--- src/rtl/fpx_pkg.sv ---
package fpx_pkg;
  localparam int FLAG_W = 5;
  localparam int CUR_LO = 0;
  localparam int ACC_LO = 5;
  localparam int TT_BIT = 14;
  localparam int EN_LO  = 23;
  localparam int MIN_STAT_W = EN_LO + FLAG_W;

  typedef logic [FLAG_W-1:0] flag_vec_t;

  typedef struct packed {
    logic      trap;
    flag_vec_t final_flags;
  } decision_t;
endpackage

--- src/rtl/fpx_trap_detect.sv ---
module fpx_trap_detect
  import fpx_pkg::*;
#(
  parameter int STAT_W = 32
) (
  input  flag_vec_t         flags,
  input  logic [STAT_W-1:0] stat,
  output logic              trap,
  output flag_vec_t         masked
);
  flag_vec_t enables;

  always_comb begin
    enables = stat[EN_LO +: FLAG_W];
    masked  = flags & enables;
    trap    = |masked;
  end
endmodule

--- src/rtl/fpx_prio_pick.sv ---
module fpx_prio_pick #(
  parameter int W = 5
) (
  input  logic [W-1:0] req,
  output logic [W-1:0] pick
);
  logic [W-1:0] above;

  assign above[W-1] = 1'b0;
  assign pick[W-1]  = req[W-1];

  for (genvar i = W - 2; i >= 0; i--) begin : g_chain
    assign above[i] = above[i+1] | req[i+1];
    assign pick[i]  = req[i] & ~above[i];
  end
endmodule

--- src/rtl/fpx_status_merge.sv ---
module fpx_status_merge
  import fpx_pkg::*;
#(
  parameter int STAT_W = 32
) (
  input  logic [STAT_W-1:0] stat,
  input  decision_t         dec,
  output logic [STAT_W-1:0] stat_next
);
  always_comb begin
    stat_next = stat;
    stat_next[CUR_LO +: FLAG_W] = dec.final_flags;
    if (dec.trap) begin
      stat_next[TT_BIT] = 1'b1;
    end else begin
      stat_next[ACC_LO +: FLAG_W] = stat[ACC_LO +: FLAG_W] | dec.final_flags;
    end
  end
endmodule

--- src/rtl/fpx_status_unit.sv ---
module fpx_status_unit
  import fpx_pkg::*;
#(
  parameter int STAT_W = 32
) (
  input  logic              clk,
  input  logic              rst_n,
  input  logic              op_valid,
  input  logic [4:0]        op_flags,
  input  logic [STAT_W-1:0] stat_in,
  output logic [STAT_W-1:0] stat_out,
  output logic              res_valid,
  output logic              trap_req,
  output logic              pc_adv
);
  logic              trap_c;
  flag_vec_t         masked_c;
  flag_vec_t         picked_c;
  decision_t         dec_c;
  logic [STAT_W-1:0] next_c;

  fpx_trap_detect #(.STAT_W(STAT_W)) u_detect (
    .flags  (op_flags),
    .stat   (stat_in),
    .trap   (trap_c),
    .masked (masked_c)
  );

  fpx_prio_pick #(.W(FLAG_W)) u_pick (
    .req  (masked_c),
    .pick (picked_c)
  );

  always_comb begin
    dec_c.trap        = trap_c;
    dec_c.final_flags = trap_c ? picked_c : op_flags;
  end

  fpx_status_merge #(.STAT_W(STAT_W)) u_merge (
    .stat      (stat_in),
    .dec       (dec_c),
    .stat_next (next_c)
  );

  always_ff @(posedge clk) begin
    if (!rst_n) begin
      stat_out  <= '0;
      res_valid <= 1'b0;
      trap_req  <= 1'b0;
      pc_adv    <= 1'b0;
    end else begin
      res_valid <= op_valid;
      trap_req  <= op_valid & trap_c;
      pc_adv    <= op_valid & ~trap_c;
      if (op_valid) stat_out <= next_c;
    end
  end

  assert_trap_single_bit_R4: assert property (@(posedge clk) disable iff (!rst_n)
    trap_req |-> $countones(stat_out[CUR_LO +: FLAG_W]) == 1);

  assert_outcome_exclusive_R7: assert property (@(posedge clk) disable iff (!rst_n)
    !(trap_req && pc_adv));

  assert_outcome_needs_result_R8: assert property (@(posedge clk) disable iff (!rst_n)
    (trap_req || pc_adv) |-> res_valid);

  assert_result_follows_valid_R8: assert property (@(posedge clk) disable iff (!rst_n)
    res_valid |-> $past(op_valid));

  assert_hold_when_idle_R8: assert property (@(posedge clk) disable iff (!rst_n)
    !op_valid |=> $stable(stat_out));

  assert_trap_type_set_R5: assert property (@(posedge clk) disable iff (!rst_n)
    trap_req |-> stat_out[TT_BIT]);

  assert_accrued_kept_on_trap_R6: assert property (@(posedge clk) disable iff (!rst_n)
    trap_req |-> stat_out[ACC_LO +: FLAG_W] == $past(stat_in[ACC_LO +: FLAG_W]));

  assert_current_subset_R3: assert property (@(posedge clk) disable iff (!rst_n)
    res_valid |-> (stat_out[CUR_LO +: FLAG_W] & ~$past(op_flags)) == '0);

  assert_trap_when_enabled_R2: assert property (@(posedge clk) disable iff (!rst_n)
    res_valid |-> trap_req == ((($past(op_flags)) & $past(stat_in[EN_LO +: FLAG_W])) != '0));

  initial assert (STAT_W >= MIN_STAT_W);
endmodule

--- config.mk ---
export PLATFORM = sky130hd
export DESIGN_NAME = fpx_status_unit
export DESIGN_NICKNAME = d
export VERILOG_FILES = /design/src/rtl/fpx_pkg.sv /design/src/rtl/fpx_trap_detect.sv /design/src/rtl/fpx_prio_pick.sv /design/src/rtl/fpx_status_merge.sv /design/src/rtl/fpx_status_unit.sv
export SDC_FILE = /design/constraint.sdc
export NUM_CORES = 1
export LEC_CHECK = 0
export ABC_CLOCK_PERIOD_IN_PS = 1750
export BUFFER_PORTS_ARGS = -buffer_cell sky130_fd_sc_hd__buf_2
export CAP_MARGIN = 0
export CORE_ASPECT_RATIO = 1.2
export CORE_MARGIN = 10
export CORE_UTILIZATION = 39
export CTS_BUF_LIST = sky130_fd_sc_hd__clkbuf_4 sky130_fd_sc_hd__clkbuf_8
export DETAILED_ROUTE_END_ITERATION = 12
export PLACE_DENSITY = 0.83
export RECOVER_POWER = 100
export SLEW_MARGIN = 20
export SYNTH_ARGS = -nofsm -noshare
export SYNTH_HDL_FRONTEND = slang
export SYNTH_SLANG_ARGS = --single-unit
--- constraint.sdc ---
create_clock -name clk -period 1.75 [get_ports clk]
set_clock_uncertainty 0.15 [all_clocks]
set_input_delay 0.35 -clock clk [delete_from_list [all_inputs] [get_ports clk]]
set_output_delay 0.35 -clock clk [all_outputs]
set_load 0.01 [all_outputs]
==> results.txt, run 1 <==
* Result of the run: finished clean
- In this run the deepest clock path goes through 2 buffers.
* Number of register bits inferred by synthesis: 35
* Most frequent cells after synthesis: 35 x dfxtp_1, 21 x mux2i_1, 21 x nor2b_1, 7 x clkbuf_1, 6 x o21ai_0
- Part of the total power dissipated in the clock network: 40.2%
* Cell accounting for the most synthesized area: dfxtp_1
* Kind of cell adding the most delay to the critical path: compound AO/OA/AOI/OAI gates
* Antenna diode count: 0
* Share of the clock period used by the worst path after layout: 84.2%
- Floorplan die height: 85.0 um
- The worst register-to-register path has a depth of 2.
* Sequential group share of total power: 46.9%
* CP Capture Type: flop
* Number of gates resized after CTS: 0
- By startpoint and endpoint, the worst setup path is classified as primary input to flop.
* Worst Path Required: 1770 ps
* Setup TNS: 0 ps
* Num CTS Buffers: 5
- Primary flip-flop cell chosen by synthesis mapping: dfxtp_1
- The total area inside the core boundary comes to 3370 um2.
- Dividing the synthesized area by the synthesized cell count gives 10.5 um2.
- Static timing analysis puts the maximum clock frequency at 0.678 GHz.
* Clk pin slew, worst setup/hold paths: 70 ps
* Number of cells produced by synthesis: 131
- For this design the ratio of total power to cell area is 1010 nW/um2.
- The cell area that synthesis handed to floorplanning was 1370 um2.
* Comb pwr share: 12.9%
* Critical path cell sequence: clkbuf_1, a222oi_1, clkbuf_1, nand3_2, o221a_1
* Number of violations reported at the end of detailed-routing iteration 0: 32
- Combined area of the multi-input logic cells: 629 um2
- The number of global-route vias before repair was 1,325.
* Number of warnings issued by yosys: 0
- CTS tree: yes
- Half-perimeter wire length of the detailed placement result: 2900 um
- Most Frequent Cell on Critical Path: clkbuf_1
- Depth of the worst hold-timing path: 3
- Compared with the post-synthesis result, the final layout area differs by 33.0%.
* Boundary pin count: 75
* EDFF count, synth: 0
- In the final routed layout, each cell accounts on average for 14.9 um.
- After detailed routing, the number of remaining DRC violations is 0.
- Peak ir drop on the vdd network: 744 uV
- After the last flow step, the layout net total stands at 243.
- STA puts the critical path data arrival time at 1500 ps.
* Gr usage total: 11.9%
- IO Port Bufs: 69
- Unrepaired setup endpoints after global routing: no
- Synthesis produced a netlist with a net count of 171.
- After clock tree synthesis, the setup repair step added 0 buffers.
* Starting density of the core: 40.8%
- The synthesized design devotes to its leading area cell type 51.0% of total area.
- The path class of the tightest hold or removal check is primary input to flop.
- Die Span X: 74.2 um
- The pre-antenna-repair detailed-routing pass consisted of 4 iterations.
* Most frequently used cell type in the post-synthesis netlist: dfxtp_1
- The final number of hold-violating endpoints came to 0.
- The setup check on the worst reg-to-reg path leaves a slack of 940 ps.
* Startpoint Class: primary input
* Net switching component of the power: 0.435 mW
- TritonCTS Sinks: 35
- Counting the fill cells in the layout gives 337.
- Endpoint of the worst register-to-register path: stat_out[5]
- Hold Path End: stat_out[7]
- Pin count of the biggest net entering global routing: 24
- Vias after detailed routing: 1,214
- Pint: 1.41 mW
- In the post-synthesis netlist, the biggest area contributors are dfxtp_1 51%, mux2i_1 15%, nor2b_1 9.6%.
- Leak pwr: 0.777 nW
* Antenna violations before repair: 0
- Summing all flip-flop and latch instances after layout gives 701 um2.
* Worst path max stage delay: 340 ps
- Ratio of cells with drive above 1 in the final layout: 22.1%
* End-of-flow core utilization: 54.3%
- The detail route stage leaves a number of antenna-violating nets equal to 0.
- In this run, post-CTS hold repair placed 0 buffers.
- For the worst-skew pair, the clock arrives at the later sink with an insertion delay of 280 ps.
- Post-synthesis sequential area ratio: 51.0%
* Synth cell types: 26
* Wire length of the first global-routing pass: 6050 um
* Launching point of the worst reg2reg path: stat_out[5]
- Slew headroom: 49.8%
* Final Critical Period: 1470 ps
* Worst hold path startpoint: stat_in[7]
* Avg Vias per Cell: 5.04
- Number of maximum-capacitance constraint violations: 0
- Global placement routability congestion: 0.819
- Cell with the largest stage delay on the worst path: a222oi_1
- In this run the core area contains 23 standard-cell rows.
* Count of buffering cells on the critical path with inverters included: 2
- Cell chosen for the clock root: clkbuf_8
- Largest driver fanout on the critical path: 7
- The H-tree generated during clock tree synthesis spans 2 levels.
- Switching share of power: 23.5%
- The floorplan step defined a die boundary enclosing 6310 um2.
- Global routing finished with a remaining overflow of 0.
- FFs w/ async S/R, synth: 0%
- Setup violations remaining at the end of the flow were counted as 0.
- For this block, the routed nets add up to 3590 um of wire.
* Transition time of the tightest slew-check pin: 753 ps
- Final Slew Violations: 0
## placed cells by master, fill, tap and decap left out, drive strengths merged, types with 2 or more instances in the layout
cell type and instances:
nand2 2, nand2b 5, nand3 4, a21oi 3, mux2i 21, inv 2, dfxtp 35, and2 2
a31oi 2, nand4 3, buf 33, clkbuf 47, a21boi 2, a41oi 3, o211ai 3, nor2b 21
o21ai 6, nand3b 2
## logic make-up after synthesis
group                  Yosys count  synth area share [%]
buffers and inverters           11                  3.19
DFF                             35                  51.0
AOI/OAI and AO/OA               24                  12.2
and+or+nand+nor                 40                  18.3
muxes                           21                  15.3
## cell type report
class | instances | area share [%]
Timing Repair Buffer | 74 | 17.8
Sequential cell | 35 | 38.4
Multi-Input combinational cell | 85 | 34.5
Tap cell | 37 | 2.53
Clock inverter | 2 | 1.92
Clock buffer | 6 | 4.52
Inverter | 2 | 0.411
## how the worst max path moves through the flow
stage               depth (start not counted)        start  slack (ps)      endpoint
finish                                      5  op_flags[2]         280  stat_out[14]
floorplan                                   3  op_flags[2]          50  stat_out[14]
detailed placement                          5  op_flags[2]         130  stat_out[14]
global placement                            5  op_flags[2]         150  stat_out[14]
CTS                                         5  op_flags[2]         420  stat_out[14]
global route                                4     op_valid         170   stat_out[9]
## worst register-to-register path, delay by kind of cell (launching register included)
family,cells,cell delay (ps)
compound gates,2,230
flops,1,310
## layer usage
layer  wire length (um)  GRT usage, %  part of all wire (%)  vias to the layer above
met3                488          8.62                    14                        2
met5                  0             0                     0                        -
met1               1430          12.3                    40                      552
li1                   -             -                     -                      606
met2               1650          18.8                    46                       54
met4                 20          3.06                  0.56                        0
## power groups by stage
stage          Sequential, mW  Combinational [mW]  Clock (mW)
6_report                0.867               0.239       0.743
3_3_place_gp            0.882               0.260           0
5_1_grt                 0.873               0.271       0.803
3_5_place_dp            0.883               0.265           0
4_1_cts                 0.866               0.266       0.767
2_1_floorplan           0.909               0.113           0
## registers in the layout (all words and copies together), names as in the netlist
register   cells
stat_out      32
res_valid      1
trap_req       1
pc_adv         1
## stage by stage
stage               power (mW)  std cells  hold WS (ps)  worst slack [ps]  cell area, um2
finish                    1.85        241           176               276            1830
global route              1.95        241           192               167            1830
CTS                       1.90        241           166               424            1900
detailed placement        1.15        233           316               131            1780
global placement          1.14        233           315               146            1780
floorplan                 1.02        131           346              47.6            1370
Power figures use the tool's default switching activity.
==> inputs of run 2 (changes only) <==
--- a/config.mk
+++ b/config.mk
@@ -5,7 +5,7 @@
 export SDC_FILE = /design/constraint.sdc
 export NUM_CORES = 1
 export LEC_CHECK = 0
-export ABC_CLOCK_PERIOD_IN_PS = 1750
+export ABC_CLOCK_PERIOD_IN_PS = 1200
 export BUFFER_PORTS_ARGS = -buffer_cell sky130_fd_sc_hd__buf_2
 export CAP_MARGIN = 0
 export CORE_ASPECT_RATIO = 1.2
==> constraint.sdc (replaced) <==
create_clock -name clk -period 1.2 [get_ports clk]
set_clock_uncertainty 0.15 [all_clocks]
set_input_delay 0.24 -clock clk [delete_from_list [all_inputs] [get_ports clk]]
set_output_delay 0.24 -clock clk [all_outputs]
set_load 0.01 [all_outputs]
==> run 2 against run 1 <==
  * The run now ends with negative setup slack left
  * Combinational power is 78% higher
  * Final area grew 8.2%
  * Global-route usage is 0.51 points higher
  * Die area unchanged
  * Worst setup slack worse by 310 ps
  * Critical path type unchanged
  * Critical endpoint is now stat_out[6]
  * Largest cell class unchanged
  * Largest power group unchanged
==> results.txt, run 2 (synthesis gave the netlist of run 1 again) <==
* Antenna diode count: 0 (unchanged)
- Wire length reported by the detailed router: 3890 um (+8.4%)
- Crit path setup slack, layout: -29.9 ps (-306 ps)
- Result of the run: finished, violations left
- The most critical setup path has its startpoint at stat_in[25].
- The largest fanout on the critical path came to 6 (-1).
* Final Slew Violations: 0 (unchanged)
- The number of placed I/O pins was 75 (unchanged).
* Startpoint Class: primary input
* Leak pwr: 0.973 nW (+25%)
* Pre-Repair DR Iteration Count: 4 (unchanged)
- By instance count, the cell type seen most on the critical path is buf_6.
- The worst voltage drop across the vdd grid is 1130 uV (+52%).
* Launching point of the worst reg2reg path: stat_out[14]
- The HPWL after detailed placement was 3100 um (+7.0%).
- The number of remaining DRC errors was 0 (unchanged).
- Ratio of cells with drive above 1 in the final layout: 44.6% (+23 points)
* Kind of cell adding the most delay to the critical path: compound AO/OA/AOI/OAI gates
- The total die area was 6310 um2 (unchanged).
* Reg with most FFs: stat_out
- Cell chosen for the clock root: clkbuf_8
- Area growth from synthesis to layout: 43.8%
- The count of input and output buffers came to 69 (unchanged).
- The depth of the worst register-to-register path is 1 (-1).
- Final Critical Period: 1230 ps
* Failing checks: negative setup slack
- The clock-pin slew on the worst setup and hold paths is 70 ps (about the same).
- Number of maximum-capacitance constraint violations: 0 (unchanged)
* Fill cell count: 291 (-14%)
- STA classifies the critical path endpoint as a flop.
* Post-Place Setup Slack: -294 ps (-425 ps)
* FF/Latch Area: 702 um2 (+0.18%)
- The remaining global-route overflow is 0 (unchanged).
* Wire length of the first global-routing pass: 6220 um (+2.7%)
- The clock buffer count from CTS came to 5 (unchanged).
- Slew headroom: 72.6% (+23 points)
* Cell with the largest stage delay on the worst path: a222oi_1
- Endpoint of the worst register-to-register path: stat_out[14]
- CTS Hold Buffers Added: 0 (unchanged)
- The insertion delay to the later sink of the worst-skew pair was 280 ps (about the same).
- The endpoint arrival time on the critical path is 1300 ps (-200 ps).
- The longest individual stage delay on the worst path is 360 ps (+20 ps).
- The total core area came to 3370 um2 (unchanged).
* Path type of the worst setup path: primary input to flop
- Gr usage total: 12.4% (+0.51 points)
* Most frequent standard cell in the layout excluding fill and tap cells: buf_2
- Walking the worst path, the cells encountered are buf_6, a222oi_1, buf_4, buf_6, a41oi_2, a21oi_1.
- Setup repair after global routing could not meet its margin everywhere.
- Share of the clock period used by the worst path after layout: 102%
- The die height was 85.0 um (unchanged).
- Core Rows: 23 (unchanged)
- The via-per-instance ratio came to 4.92 (-2.3%).
- Final Hold Violating Endpoints: 0 (unchanged)
- The number of setup violations in the final report was 4 (+4).
- Average wire length per cell after detail routing: 15.6 um (+4.5%)
- The starting utilization of the core area is 40.8% (unchanged).
* Number of violations reported at the end of detailed-routing iteration 0: 24 (-25%)
- The slew at the pin closest to its max-slew limit is 411 ps (-343 ps).
- Overall power consumption: 2.54 mW (+37%)
- Combined area of the multi-input logic cells: 644 um2 (+2.4%)
- The buffers plus inverters on the worst setup path came to 3 (+1).
* H-Tree Level Count: 2 (unchanged)
- Global placement routability congestion: 0.751 (-8.3%)
* Vias after detailed routing: 1,230 (+1.3%)
- # nets final: 253 (+4.1%)
- Worst Path Required: 1270 ps (-500 ps)
* Pin count of the biggest net entering global routing: 17 (-29%)
- The CTS sink count came to 35 (unchanged).
* Flip-flop count of the largest register after layout: 32 (unchanged)
- The number of global-route vias before repair was 1,345 (+1.5%).
- Deepest clock path buffer count: 2 (unchanged)
- The remaining number of nets flagged by the antenna check after routing is 0 (unchanged).
- The critical path ends at stat_out[6].
- FMAX: 0.813 GHz
- The initial antenna violation count is 0 (unchanged).
- Instance count on the critical path: 6 (+1)
- CTS tree: yes
- The library cells used most frequently in the layout, excluding fill and tap cells, are 65 x buf_2, 34 x dfxtp_1, 21 x mux2i_1, 21 x nor2b_1, 14 x buf_4.
- The cell area power density is 1280 nW/um2 (+27%).
- Die Span X: 74.2 um (unchanged)
* Type of the most critical hold path: primary input to flop
- Reg2reg setup slack: 370 ps (-570 ps)
[run 2: cell types whose count changed in the layout (fill, tap and decap cells not counted), moves of 3 or more]
cell,delta
buf_4,+12
buf_6,+3
buf_2,+34
clkbuf_1,-39
[run 2: per-layer routing]
layer  up-vias  part of all wire [%]  track usage (%)
li1        625                     -                -
met1       549                    37             12.3
met2        54                    51             20.3
met3         2                    12             8.51
met4         0                  0.49             3.57
met5         -                     0                0
[run 2: metrics by stage]
stage          area [um2]  std cells  hold slack (ps)  util (%)  TNS [ps]
2_1_floorplan        1380        131              239         -     -3600
3_3_place_gp         1850        241              313      55.0     -2280
3_5_place_dp         1850        241              334      55.0     -2750
4_1_cts              1950        249             57.8      58.0         0
5_1_grt              1980        250             67.6      58.7      -680
6_report             1980        250             58.4      58.7     -85.1
[run 2: how the worst min path moves through the flow]
stage / cells after the start / to / slack [ps] / startpoint
5_1_grt: 3 / stat_out[7] / 70 / stat_in[7]
2_1_floorplan: 2 / stat_out[7] / 240 / stat_in[7]
3_5_place_dp: 2 / stat_out[0] / 330 / stat_out[0]
6_report: 3 / stat_out[7] / 60 / stat_in[7]
3_3_place_gp: 2 / stat_out[0] / 310 / stat_out[0]
4_1_cts: 3 / stat_out[7] / 60 / stat_in[7]
[run 2: cell type report]
class,instances,share of cell area [%]
clock inverter,1,0.253
clock buffer,6,4.18
sequential,35,35.5
timing repair buffer,84,24.7
tap,37,2.34
multi-input combinational,85,32.6
inverter,2,0.380
[run 2: repair_timing]
| action | 4_1_cts | 5_1_grt |
|---|---|---|
| resized for setup | 1 | 7 |
| setup endpoints to repair | 1 | 8 |
| pin swaps | 1 | 6 |
| buffers inserted | 1 | 1 |
[run 2: report_power, final]
part / internal (mW) / leakage [nW] / switching (mW) / total (mW)
clock network: 0.450 / 0.0470 / 0.396 / 0.846
logic: 0.218 / 0.636 / 0.207 / 0.425
registers: 1.23 / 0.290 / 0.0318 / 1.27
total: 1.90 / 0.973 / 0.635 / 2.54
